--- src/rtl/dca_pkg.sv ---
package dca_pkg;

    // State codes: one-hot, with the all-zero code reserved for full selection
    typedef enum logic [2:0] {
        ST_FULL   = 3'b000,
        ST_EXPECT = 3'b001,
        ST_RECV   = 3'b010,
        ST_LIMIT  = 3'b100
    } arb_state_t;

    localparam int STATUS_W = 8;
    localparam int ADDR_FIELD_W = 5;

    typedef struct packed {
        logic load;
        logic dec;
    } sus_ctl_t;

    function automatic logic [STATUS_W-1:0] pack_status(arb_state_t st,
                                                        logic [ADDR_FIELD_W-1:0] addr);
        return {st, addr};
    endfunction

endpackage

--- src/rtl/dca_chan_select.sv ---
module dca_chan_select #(
    parameter int NUM_CH = 8,
    parameter int ADDR_W = 3
) (
    input  logic              valid,
    input  logic [NUM_CH-1:0] req_n,
    input  logic [NUM_CH-1:0] mask,
    output logic              hit,
    output logic [ADDR_W-1:0] idx
);
    // Scan from the top down so that the lowest requesting index is the one kept
    always_comb begin
        hit = 1'b0;
        idx = '0;
        for (int i = NUM_CH - 1; i >= 0; i--) begin
            if (valid && mask[i] && !req_n[i]) begin
                hit = 1'b1;
                idx = ADDR_W'(i);
            end
        end
    end
endmodule

--- src/rtl/dca_suspend_cnt.sv ---
module dca_suspend_cnt
    import dca_pkg::*;
#(
    parameter int W = 8
) (
    input  logic         clk,
    input  logic         rst,
    input  sus_ctl_t     ctl,
    input  logic [W-1:0] reload,
    output logic         zero
);
    logic [W-1:0] cnt_q;

    always_ff @(posedge clk) begin
        if (rst)
            cnt_q <= '0;
        else if (ctl.load)
            cnt_q <= reload;
        else if (ctl.dec && cnt_q != '0)
            cnt_q <= cnt_q - 1'b1;
    end

    assign zero = (cnt_q == '0);

    // Decrementing past zero must never wrap to the top value
    assert_no_wrap_R4: assert property (@(posedge clk) disable iff (rst)
        (ctl.dec && !ctl.load && zero) |=> zero);
endmodule

--- src/rtl/dca_idle_cnt.sv ---
module dca_idle_cnt #(
    parameter int W = 4
) (
    input  logic         clk,
    input  logic         rst,
    input  logic         clr,
    input  logic         tick,
    input  logic [W-1:0] limit,
    output logic         expire
);
    logic [W-1:0] cnt_q;

    always_ff @(posedge clk) begin
        if (rst || clr)
            cnt_q <= '0;
        else if (tick)
            cnt_q <= cnt_q + 1'b1;
    end

    assign expire = tick && (({1'b0, cnt_q} + (W+1)'(1)) == {1'b0, limit});
endmodule

--- src/rtl/dca_arbiter.sv ---
module dca_arbiter
    import dca_pkg::*;
#(
    parameter int PORT_W = 1,
    parameter int SLOT_W = 2,
    parameter int SUS_W  = 8,
    parameter int IDLE_W = 4,
    localparam int ADDR_W = PORT_W + SLOT_W,
    localparam int NUM_CH = 1 << ADDR_W
) (
    input  logic                clk,
    input  logic                rst,
    input  logic                frame_sync,
    input  logic                d_valid,
    input  logic [NUM_CH-1:0]   d_bits,
    input  logic [NUM_CH-1:0]   chan_enable,
    input  logic [SUS_W-1:0]    suspend_reload,
    input  logic [IDLE_W-1:0]   idle_frames,
    input  logic                rx_frame_ok,
    input  logic                rx_byte,
    input  logic                rx_eof,
    output logic                rx_strobe,
    output logic [ADDR_W-1:0]   sel_addr,
    output logic [STATUS_W-1:0] status
);
    arb_state_t        state_q, state_d;
    logic [NUM_CH-1:0] served_q;
    logic [NUM_CH-1:0] mon_mask;
    logic              selecting;
    logic              grant;
    logic [ADDR_W-1:0] grant_idx;
    logic              sus_zero;
    logic              underflow;
    logic              idle_expire;
    sus_ctl_t          sus_ctl;

    assign selecting = (state_q == ST_FULL) || (state_q == ST_LIMIT);
    assign mon_mask  = chan_enable & ((state_q == ST_LIMIT) ? served_q : '1);

    dca_chan_select #(.NUM_CH(NUM_CH), .ADDR_W(ADDR_W)) u_sel (
        .valid (d_valid && selecting),
        .req_n (d_bits),
        .mask  (mon_mask),
        .hit   (grant),
        .idx   (grant_idx)
    );

    assign sus_ctl.load = grant;
    assign sus_ctl.dec  = (state_q == ST_EXPECT) && rx_byte && !rx_frame_ok;

    dca_suspend_cnt #(.W(SUS_W)) u_sus (
        .clk    (clk),
        .rst    (rst),
        .ctl    (sus_ctl),
        .reload (suspend_reload),
        .zero   (sus_zero)
    );

    assign underflow = sus_ctl.dec && sus_zero;

    dca_idle_cnt #(.W(IDLE_W)) u_idle (
        .clk    (clk),
        .rst    (rst),
        .clr    (state_q != ST_LIMIT),
        .tick   ((state_q == ST_LIMIT) && frame_sync && !grant),
        .limit  (idle_frames),
        .expire (idle_expire)
    );

    always_comb begin
        state_d = state_q;
        unique case (state_q)
            ST_FULL:   if (grant) state_d = ST_EXPECT;
            ST_EXPECT: begin
                if (rx_frame_ok)    state_d = ST_RECV;
                else if (underflow) state_d = ST_FULL;
            end
            ST_RECV:   if (rx_eof) state_d = (idle_frames == '0) ? ST_FULL : ST_LIMIT;
            ST_LIMIT: begin
                if (grant)            state_d = ST_EXPECT;
                else if (idle_expire) state_d = ST_FULL;
            end
            default:   state_d = ST_FULL;
        endcase
    end

    always_ff @(posedge clk) begin
        if (rst) begin
            state_q  <= ST_FULL;
            sel_addr <= '0;
            served_q <= '1;
        end else begin
            state_q <= state_d;
            if (grant)
                sel_addr <= grant_idx;
            if (state_d == ST_FULL)
                served_q <= '1;
            else if (state_q == ST_RECV && rx_eof)
                served_q[sel_addr] <= 1'b0;
        end
    end

    assign rx_strobe = (state_q == ST_EXPECT) || (state_q == ST_RECV);
    assign status    = pack_status(state_q, ADDR_FIELD_W'(sel_addr));

    // Guards
    assert_state_code_R10: assert property (@(posedge clk) disable iff (rst)
        $onehot0(state_q));

    assert_strobe_from_sample_R2: assert property (@(posedge clk) disable iff (rst)
        $rose(rx_strobe) |-> $past(d_valid));

    assert_addr_hold_R10: assert property (@(posedge clk) disable iff (rst)
        (rx_strobe && $past(rx_strobe)) |-> $stable(sel_addr));

    assert_timeout_exit_R4: assert property (@(posedge clk) disable iff (rst)
        (state_q == ST_EXPECT && rx_byte && !rx_frame_ok && sus_zero) |=> (state_q == ST_FULL));

    assert_eof_drops_strobe_R6: assert property (@(posedge clk) disable iff (rst)
        (state_q == ST_RECV && rx_eof) |=> !rx_strobe);

    assert_limited_pick_R7: assert property (@(posedge clk) disable iff (rst)
        (state_q == ST_LIMIT && grant) |-> (served_q[grant_idx] && chan_enable[grant_idx]));

    assert_pick_requested_R3: assert property (@(posedge clk) disable iff (rst)
        grant |-> !d_bits[grant_idx]);
endmodule

--- config.mk ---
export PLATFORM = sky130hd
export DESIGN_NAME = dca_arbiter
export DESIGN_NICKNAME = d
export VERILOG_FILES = /design/src/rtl/dca_pkg.sv /design/src/rtl/dca_chan_select.sv /design/src/rtl/dca_suspend_cnt.sv /design/src/rtl/dca_idle_cnt.sv /design/src/rtl/dca_arbiter.sv
export SDC_FILE = /design/constraint.sdc
export NUM_CORES = 1
export LEC_CHECK = 0
export CAP_MARGIN = 10
export CORE_ASPECT_RATIO = 1.75
export CORE_UTILIZATION = 50
export DETAILED_ROUTE_END_ITERATION = 8
export DONT_BUFFER_PORTS = 1
export GPL_ROUTABILITY_DRIVEN = 0
export GPL_TIMING_DRIVEN = 0
export PLACE_DENSITY = 0.61
export SLEW_MARGIN = 20
export SYNTH_ARGS = -nofsm -noshare
export SYNTH_HDL_FRONTEND = slang
export SYNTH_HIERARCHICAL = 1
export SYNTH_SLANG_ARGS = --single-unit
--- constraint.sdc ---
create_clock -name clk -period 9.7 [get_ports clk]
set_input_delay 0.485 -clock clk [delete_from_list [all_inputs] [get_ports clk]]
set_output_delay 0.485 -clock clk [all_outputs]
set_load 0.05 [all_outputs]
==> flow_metrics.py, run 1 <==
metrics = {
    "sta": {
        "rsz0062_at_grt": "no",
        "slew_violations": 0,
        "fin_setup_tns_ns": 0,
        "skew_ns": 0.003835,
        "fin_crit_sh_pct": 44.90,
        "worst_slew_pin_slew_ns": 0.9051,
        "fmax_ghz": 0.2296,
        "relSlewSlack_pct": 39.44,
        "min_period_ns": 4.355,
        "layout_setup_ws_ns": 5.345,
        "setup_viol": 0,
        "final-hold-violation-count": 0,
    },
    "outcome": {
        "run_status": "complete, no violations",
    },
    "drt": {
        "vias": 1387,
        "wirelength_mm": 3.747,
        "drc": 0,
        "drtAntennaViolNets": 0,
        "routed_via_density": 5.902,
        "first_pass_iters": 4,
        "drt_iter0_drc": 36,
        "wl_per_cell_um": 15.94,
    },
    "grt": {
        "antenna_found_initial": 0,
        "grt_max_degree": 14,
        "overflow": 0,
        "grt_pass1_vias": 1403,
        "grt_pass1_wl_mm": 5.961,
        "grtUsageTotal_pct": 23.06,
    },
    "cts": {
        "cts_root_buffer": "clkbuf_8",
        "cts_tree": "done",
        "cts-resized-gates": 0,
        "clock_latency_ns": 0.27,
        "cts_max_path_buffers": 2,
        "htreeDepth": 1,
        "cts_sinks": 26,
        "cts-hold-fix-buffers": 0,
        "cts_made_buffers": 3,
        "clk_pin_slew_worst_paths_ns": 0.09,
        "post_cts_buffers": 0,
    },
    "logic_synthesis": {
        "synth_edf_count": 0,
        "synth-compound-area-share_pct": 20.35,
        "synthAdderAreaFrac_pct": 2.919,
        "yosys_warnings": 6,
        "synth_xor_xnor_area_share_pct": 6.989,
        "syn_inst": 188,
        "ys_seq_elements": 26,
        "synth_ff_type": "dfxtp_1",
        "ys_seq_area_share_pct": 31.95,
        "syn_area_um2": 1629,
        "synthArstFlopShare_pct": 0,
        "syn_area_per_cell_um2": 8.665,
        "ys_types": 52,
        "synthMuxAreaShare_pct": 3.072,
        "synth_top_family_by_area": "simple AND/OR/NAND/NOR gates",
        "synthSimpleGateAreaFrac_pct": 29.42,
    },
    "place": {
        "numPortBuffers": 0,
        "preCtsSetupSlack_ns": 5.390,
        "hpwl_mm": 3.033,
        "dpl_cell_area_um2": 1687,
    },
    "die": {
        "core-area_um2": 3108,
        "io-pin-count": 47,
        "rows": 27,
        "fp.dieH_um": 77.51,
        "dieArea_um2": 3500,
        "start_util_pct": 52.42,
        "die_w_um": 45.15,
    },
    "cells_and_area": {
        "syn2layout_area_growth_pct": 6.068,
        "drive_gt1_share_pct": 15.63,
        "fillCellCount": 330,
        "final_nets": 232,
        "design_area_um2": 1728,
        "diodes": 0,
    },
    "pwr": {
        "power_density_nw_per_um2": 161.9,
        "leakagePower_uw": 0.0006016,
        "ir_drop_v": 0.00009788,
    },
    "min_path": {
        "hold_path_class": "in2reg",
        "worstHoldPathCells": 1,
    },
    "critical_path": {
        "cp_data_arrival_time_ns": 4.57,
        "worstPathMaxFanout": 13,
        "startpoint_type": "register",
        "crit_type": "reg2reg",
        "crit_required_ns": 9.91,
        "r2r_cells": 14,
        "setup.worst_path.end_class": "register",
    },
    "job": {
        "drv_cap": 0,
    },
}
final timing paths:
path	from	end	slack, ns
setup / recovery	state_q[2]	served_q[0]	5.35
hold / removal	rst	sel_addr[0]	0.28
setup reg to reg	state_q[2]	served_q[0]	5.35
hold reg to reg	served_q[2]	served_q[2]	0.47
kinds of logic after synthesis:
family / after synthesis
AND/OR/NAND/NOR: 79
multiplexers: 5
buffers and inverters: 16
flip-flops: 26
other: 1
AO/OA/AOI/OAI: 44
adder cells (fa/ha/maj): 4
XOR/XNOR: 13
cell usage after synthesis (all sizes together) (2+ instances only):
cell    count  share of area, %
dfxtp      26                32
nor2       16               3.7
nand2      14               3.2
o21ai      12               3.7
buf         9               3.5
o21a        9               4.1
xnor2       9               4.8
nor2b       8               4.0
a21oi       6               1.8
nor3        6               2.2
or4         6               3.1
mux2i       5               3.1
nand2b      5               1.9
nor3b       5               2.3
a211oi      4               2.5
inv         4              0.92
xor2        4               2.2
ha          3               2.3
nand3       3              0.92
o31ai       3               1.4
or3b        3               1.6
a311oi      2               1.1
and4b       2               1.2
clkbuf      2              0.46
nand4       2              0.77
o211ai      2              0.92
o41ai       2               2.7
or3         2              0.92
critical path, stage by stage (launching register included):
cell and delay (ns):
dfxtp_1 0.80, or3b_2 0.52, buf_2 0.23, o21a_1 0.19
nor2b_4 0.13, o41ai_2 0.39, nand3_1 0.17, clkbuf_1 0.21
nor3b_1 0.59, nand4_1 0.20, nor3_2 0.18, or2_2 0.13
o2bb2ai_1 0.09, a211o_2 0.38, nand2_1 0.08
registers in the layout, summed over array words and instances, names as in the netlist:
register / count
u_sus/cnt_q: 8
u_idle/cnt_q: 4
sel_addr: 3
served_q: 8
state_q: 3
where the power goes:
| group | internal, uW | switching, uW |
|---|---|---|
| registers | 115 | 19.0 |
| clock network | 27.8 | 32.2 |
| logic | 34.6 | 51.3 |
area by class of cell:
cell class              instances  area (um^2)  share of cell area, %
plain buffers                  11        63.81                  3.693
clock buffers                   3        41.29                  2.390
inverters                       5        18.77                  1.086
multi-input cells             147         1030                  59.59
flip-flops and latches         26        520.5                  30.12
well taps                      43        53.80                  3.114
per-stage QoR:
stage               power [uW]  hold WS, ns  util (%)  instances
floorplan                206.0       0.4346         -        189
global placement         219.7       0.4461     54.27        232
detailed placement       222.6       0.4583     54.27        232
CTS                      283.2       0.2696     55.60        235
global route             295.3       0.2656     55.60        235
finish                   279.7       0.2751     55.60        235
layer usage:
metal / GRT usage (%) / vias to the layer above / share of wire (%)
li1: - / 680 / -
met4: 8.485 / 0 / 1.5
met5: 0 / - / 0
met2: 47.39 / 29 / 61
met1: 19.42 / 673 / 34
met3: 3.953 / 5 / 4.3
cells in the final DEF (no fill, tap or decap), types with 3 or more instances in the layout:
| cell | count |
|---|---|
| clkbuf_8 | 3 |
| xor2_1 | 4 |
| o31ai_1 | 3 |
| nor2b_1 | 6 |
| nand2b_1 | 5 |
| or4_1 | 3 |
| o21a_1 | 9 |
| a21oi_1 | 6 |
| buf_2 | 3 |
| nand3_1 | 3 |
| o21ai_0 | 9 |
| o21ai_1 | 3 |
| xnor2_1 | 9 |
| ha_1 | 3 |
| nand2_1 | 14 |
| inv_1 | 4 |
| nor3b_1 | 5 |
| mux2i_1 | 5 |
| nor2_1 | 16 |
| buf_4 | 5 |
| nor3_1 | 5 |
| dfxtp_1 | 26 |
No activity file was read; power rests on OpenSTA's default activity.
==> run 2: changes to the inputs <==
Settings changed: ABC_AREA set to 1, PLACE_DENSITY 0.61 to 0.64.
Clock period 9.7 ns to 3.92 ns, I/O delays scaled along.
==> run 2 against run 1 <==
Against the previous run: via count increased by 24%; die area increased by 9.2%; wire length grew 8.2%; utilization rose by 0.18 points; register-to-register slack worse by 4.8 ns; non-clock buffer count shrank 3; sequential power rose to 2.6 times the previous value; sequential cell count is the same; count of clock-buffer cells in the layout did not move; critical path depth grew 10; design area increased by 9.7%; critical path type unchanged; largest cell class unchanged; largest power group unchanged.
==> flow_metrics.py, run 2 <==
metrics = {
    "cells_and_area": {
        "diodes": 0,
        "mostFrequentLayoutCells": "nand2_1 (85), inv_1 (52), nor2_1 (33), dfxtp_1 (26), nand3_1 (24)",
        "utilization_pct": 55.78,
        "multi_input_area_um2": 998.5,
        "final_common_cell": "nand2_1",
        "fillCellCount": 378,
        "final_nets": 347,
        "syn2layout_area_growth_pct": 6.241,
        "top_regs": "served_q (8), u_sus/cnt_q (8), u_idle/cnt_q (4)",
        "regArea_um2": 520.5,
        "fin_cells": 352,
        "drive_gt1_share_pct": 11.07,
    },
    "critical_path": {
        "worstPathMaxFanout": 10,
        "critPathSlowestCell": "dfxtp_1",
        "path_cells": "nor2_1 > inv_2 > nor2_1 > inv_2 > o21ai_0 > inv_1 > nand2_1 > o22ai_1 > nor2_1 > nand3_1 > inv_1 > nand2_1 > nor2_1 > buf_2 > nand3_1 > nor2_1 > nand2_1 > nor2_2 > inv_1 > nand4_1 > nand2_1 > o21bai_2 > nand2_4 > nand2_1",
        "cp_data_arrival_time_ns": 3.54,
        "crit_type": "reg2reg",
        "setup.worst_path.end_class": "register",
        "startpoint_type": "register",
        "crit_path_max_incr_delay_ns": 0.52,
        "crit_required_ns": 4.13,
    },
    "cts": {
        "cts_sinks": 26,
        "clk_pin_slew_worst_paths_ns": 0.09,
        "post_cts_buffers": 0,
        "cts_max_path_buffers": 2,
        "cts_tree": "done",
        "cts_root_buffer": "clkbuf_8",
        "clock_latency_ns": 0.27,
        "htreeDepth": 1,
        "cts_made_buffers": 3,
    },
    "min_path": {
        "hold_path_class": "in2reg",
    },
    "logic_synthesis": {
        "yosys-top-cells-count": "nand2_1 (85), inv_1 (52), nor2_1 (33), dfxtp_1 (26), nand3_1 (24)",
        "synth.most_common_cell": "nand2_1",
        "synth_edf_count": 0,
        "synth_top_cell_area_share_pct": 29.17,
        "syn_inst": 302,
        "synth.largest_area_cell": "dfxtp_1",
        "ys_seq_area_share_pct": 29.17,
        "synthArstFlopShare_pct": 0,
        "syn_area_per_cell_um2": 5.908,
        "yosys_warnings": 6,
        "synth_ff_type": "dfxtp_1",
        "ys_seq_elements": 26,
        "ys_types": 29,
        "yosys-top-cells-area": "dfxtp_1 (29%), nand2_1 (18%), inv_1 (11%)",
        "syn_area_um2": 1784,
    },
    "pwr": {
        "leakagePower_uw": 0.0009342,
        "ir_drop_v": 0.0003211,
        "power_density_nw_per_um2": 439.0,
        "power_uw": 832.1,
    },
    "sta": {
        "fin_crit_sh_pct": 84.97,
        "worst_slew_pin_slew_ns": 0.6429,
        "rsz0062_at_grt": "no",
        "skew_ns": 0.007933,
        "setup_viol": 0,
        "slew_violations": 0,
        "relSlewSlack_pct": 57.08,
        "fin_setup_tns_ns": 0,
        "min_period_ns": 3.331,
        "final-hold-violation-count": 0,
        "fmax_ghz": 0.3002,
    },
    "die": {
        "die_w_um": 47.16,
        "rows": 28,
        "dieArea_um2": 3821,
        "start_util_pct": 52.50,
        "core-area_um2": 3398,
        "fp.dieH_um": 81.03,
        "io-pin-count": 47,
    },
    "drt": {
        "first_pass_iters": 4,
        "vias": 1724,
        "wirelength_mm": 4.053,
        "drtAntennaViolNets": 0,
        "drt_iter0_drc": 33,
        "drc": 0,
        "wl_per_cell_um": 11.51,
        "routed_via_density": 4.898,
    },
    "place": {
        "dp_cells": 348,
        "numPortBuffers": 0,
        "hpwl_mm": 3.280,
    },
    "job": {
        "drv_cap": 0,
    },
    "grt": {
        "antenna_found_initial": 0,
        "grtUsageTotal_pct": 24.23,
        "grt_pass1_vias": 1644,
        "overflow": 0,
        "grt_pass1_wl_mm": 6.748,
        "grt_max_degree": 14,
    },
    "outcome": {
        "run_status": "complete, no violations",
    },
}
==> run 2: cell types whose count changed after synthesis, moves of 6 or more <==
cell,before,now
nand2_2,0,7
nor2_1,16,33
inv_2,0,6
nor2b_1,6,0
o21a_1,9,0
nand2_1,14,85
nand3_1,3,24
inv_1,4,52
o21ai_0,9,18
xnor2_1,9,1
==> run 2: worst max-delay path: cells and delay by family, from the launching register on <==
kind,cells,cell delay (ns)
DFF,1,0.52
and+or+nand+nor,15,1.64
buffers and inverters,6,0.67
AOI/OAI and AO/OA,3,0.43
==> run 2: report_power, final <==
| part | leakage (uW) | switching, uW | internal [uW] |
|---|---|---|---|
| sequential | 0.000212 | 60.7 | 289 |
| clock | 0.0000216 | 80.1 | 68.8 |
| combinational | 0.000700 | 227 | 106 |
==> run 2: final cells by class <==
type | instances | share of cell area [%]
multi-input cells | 211 | 52.67
flip-flops and latches | 26 | 27.46
inverters | 59 | 11.75
well taps | 45 | 2.970
plain buffers | 7 | 2.442
clock buffers | 3 | 2.178
repair buffers | 1 | 0.5281
==> run 2: stage by stage <==
step / instance area, um^2 / setup WS, ns / hold slack (ns)
after CTS: 1896 / 0.5495 / 0.09535
after floorplan: 1788 / 1.114 / 0.2651
after global placement: 1844 / 0.6333 / 0.2677
after global routing: 1896 / 0.1487 / 0.1027
after detailed placement: 1844 / 0.5834 / 0.2696
final: 1896 / 0.5892 / 0.09610
==> run 2: path summary, 6_finish.rpt <==
kind,from,to,slack [ns],depth (start not counted)
worst max-delay path,state_q[1],served_q[6],0.59,24
worst min-delay path,rx_frame_ok,state_q[1],0.1,2
worst max register to register,state_q[1],served_q[6],0.59,24
worst min register to register,served_q[2],served_q[2],0.46,2
==> run 2: cells by family (layout without fill, tap and decap cells) <==
family / Yosys count / count (layout) / synth area share, %
adder cells (fa/ha/maj): 3 / 3 / 2.104
flip-flops: 26 / 26 / 29.17
XOR/XNOR: 1 / 1 / 0.4910
other: 1 / 2 / 0.2102
AO/OA/AOI/OAI: 40 / 40 / 12.41
buffers and inverters: 66 / 70 / 15.08
AND/OR/NAND/NOR: 165 / 165 / 40.53
==> run 2: per-layer routing <==
layer,part of all wire (%),vias up,GRT usage (%),wire (um)
met5,0,-,0,0
met1,38,759,24.21,1550
met3,2.9,4,3.556,117
met4,1.0,0,7.143,41
li1,-,940,-,-
met2,58,21,47.50,2345
==> run 2: what timing repair did <==
item	4_1_cts	5_1_grt
hold buffers	1	0
resized for setup	0	0
setup endpoints to repair	0	0
endpoints found under the hold margin	6	0
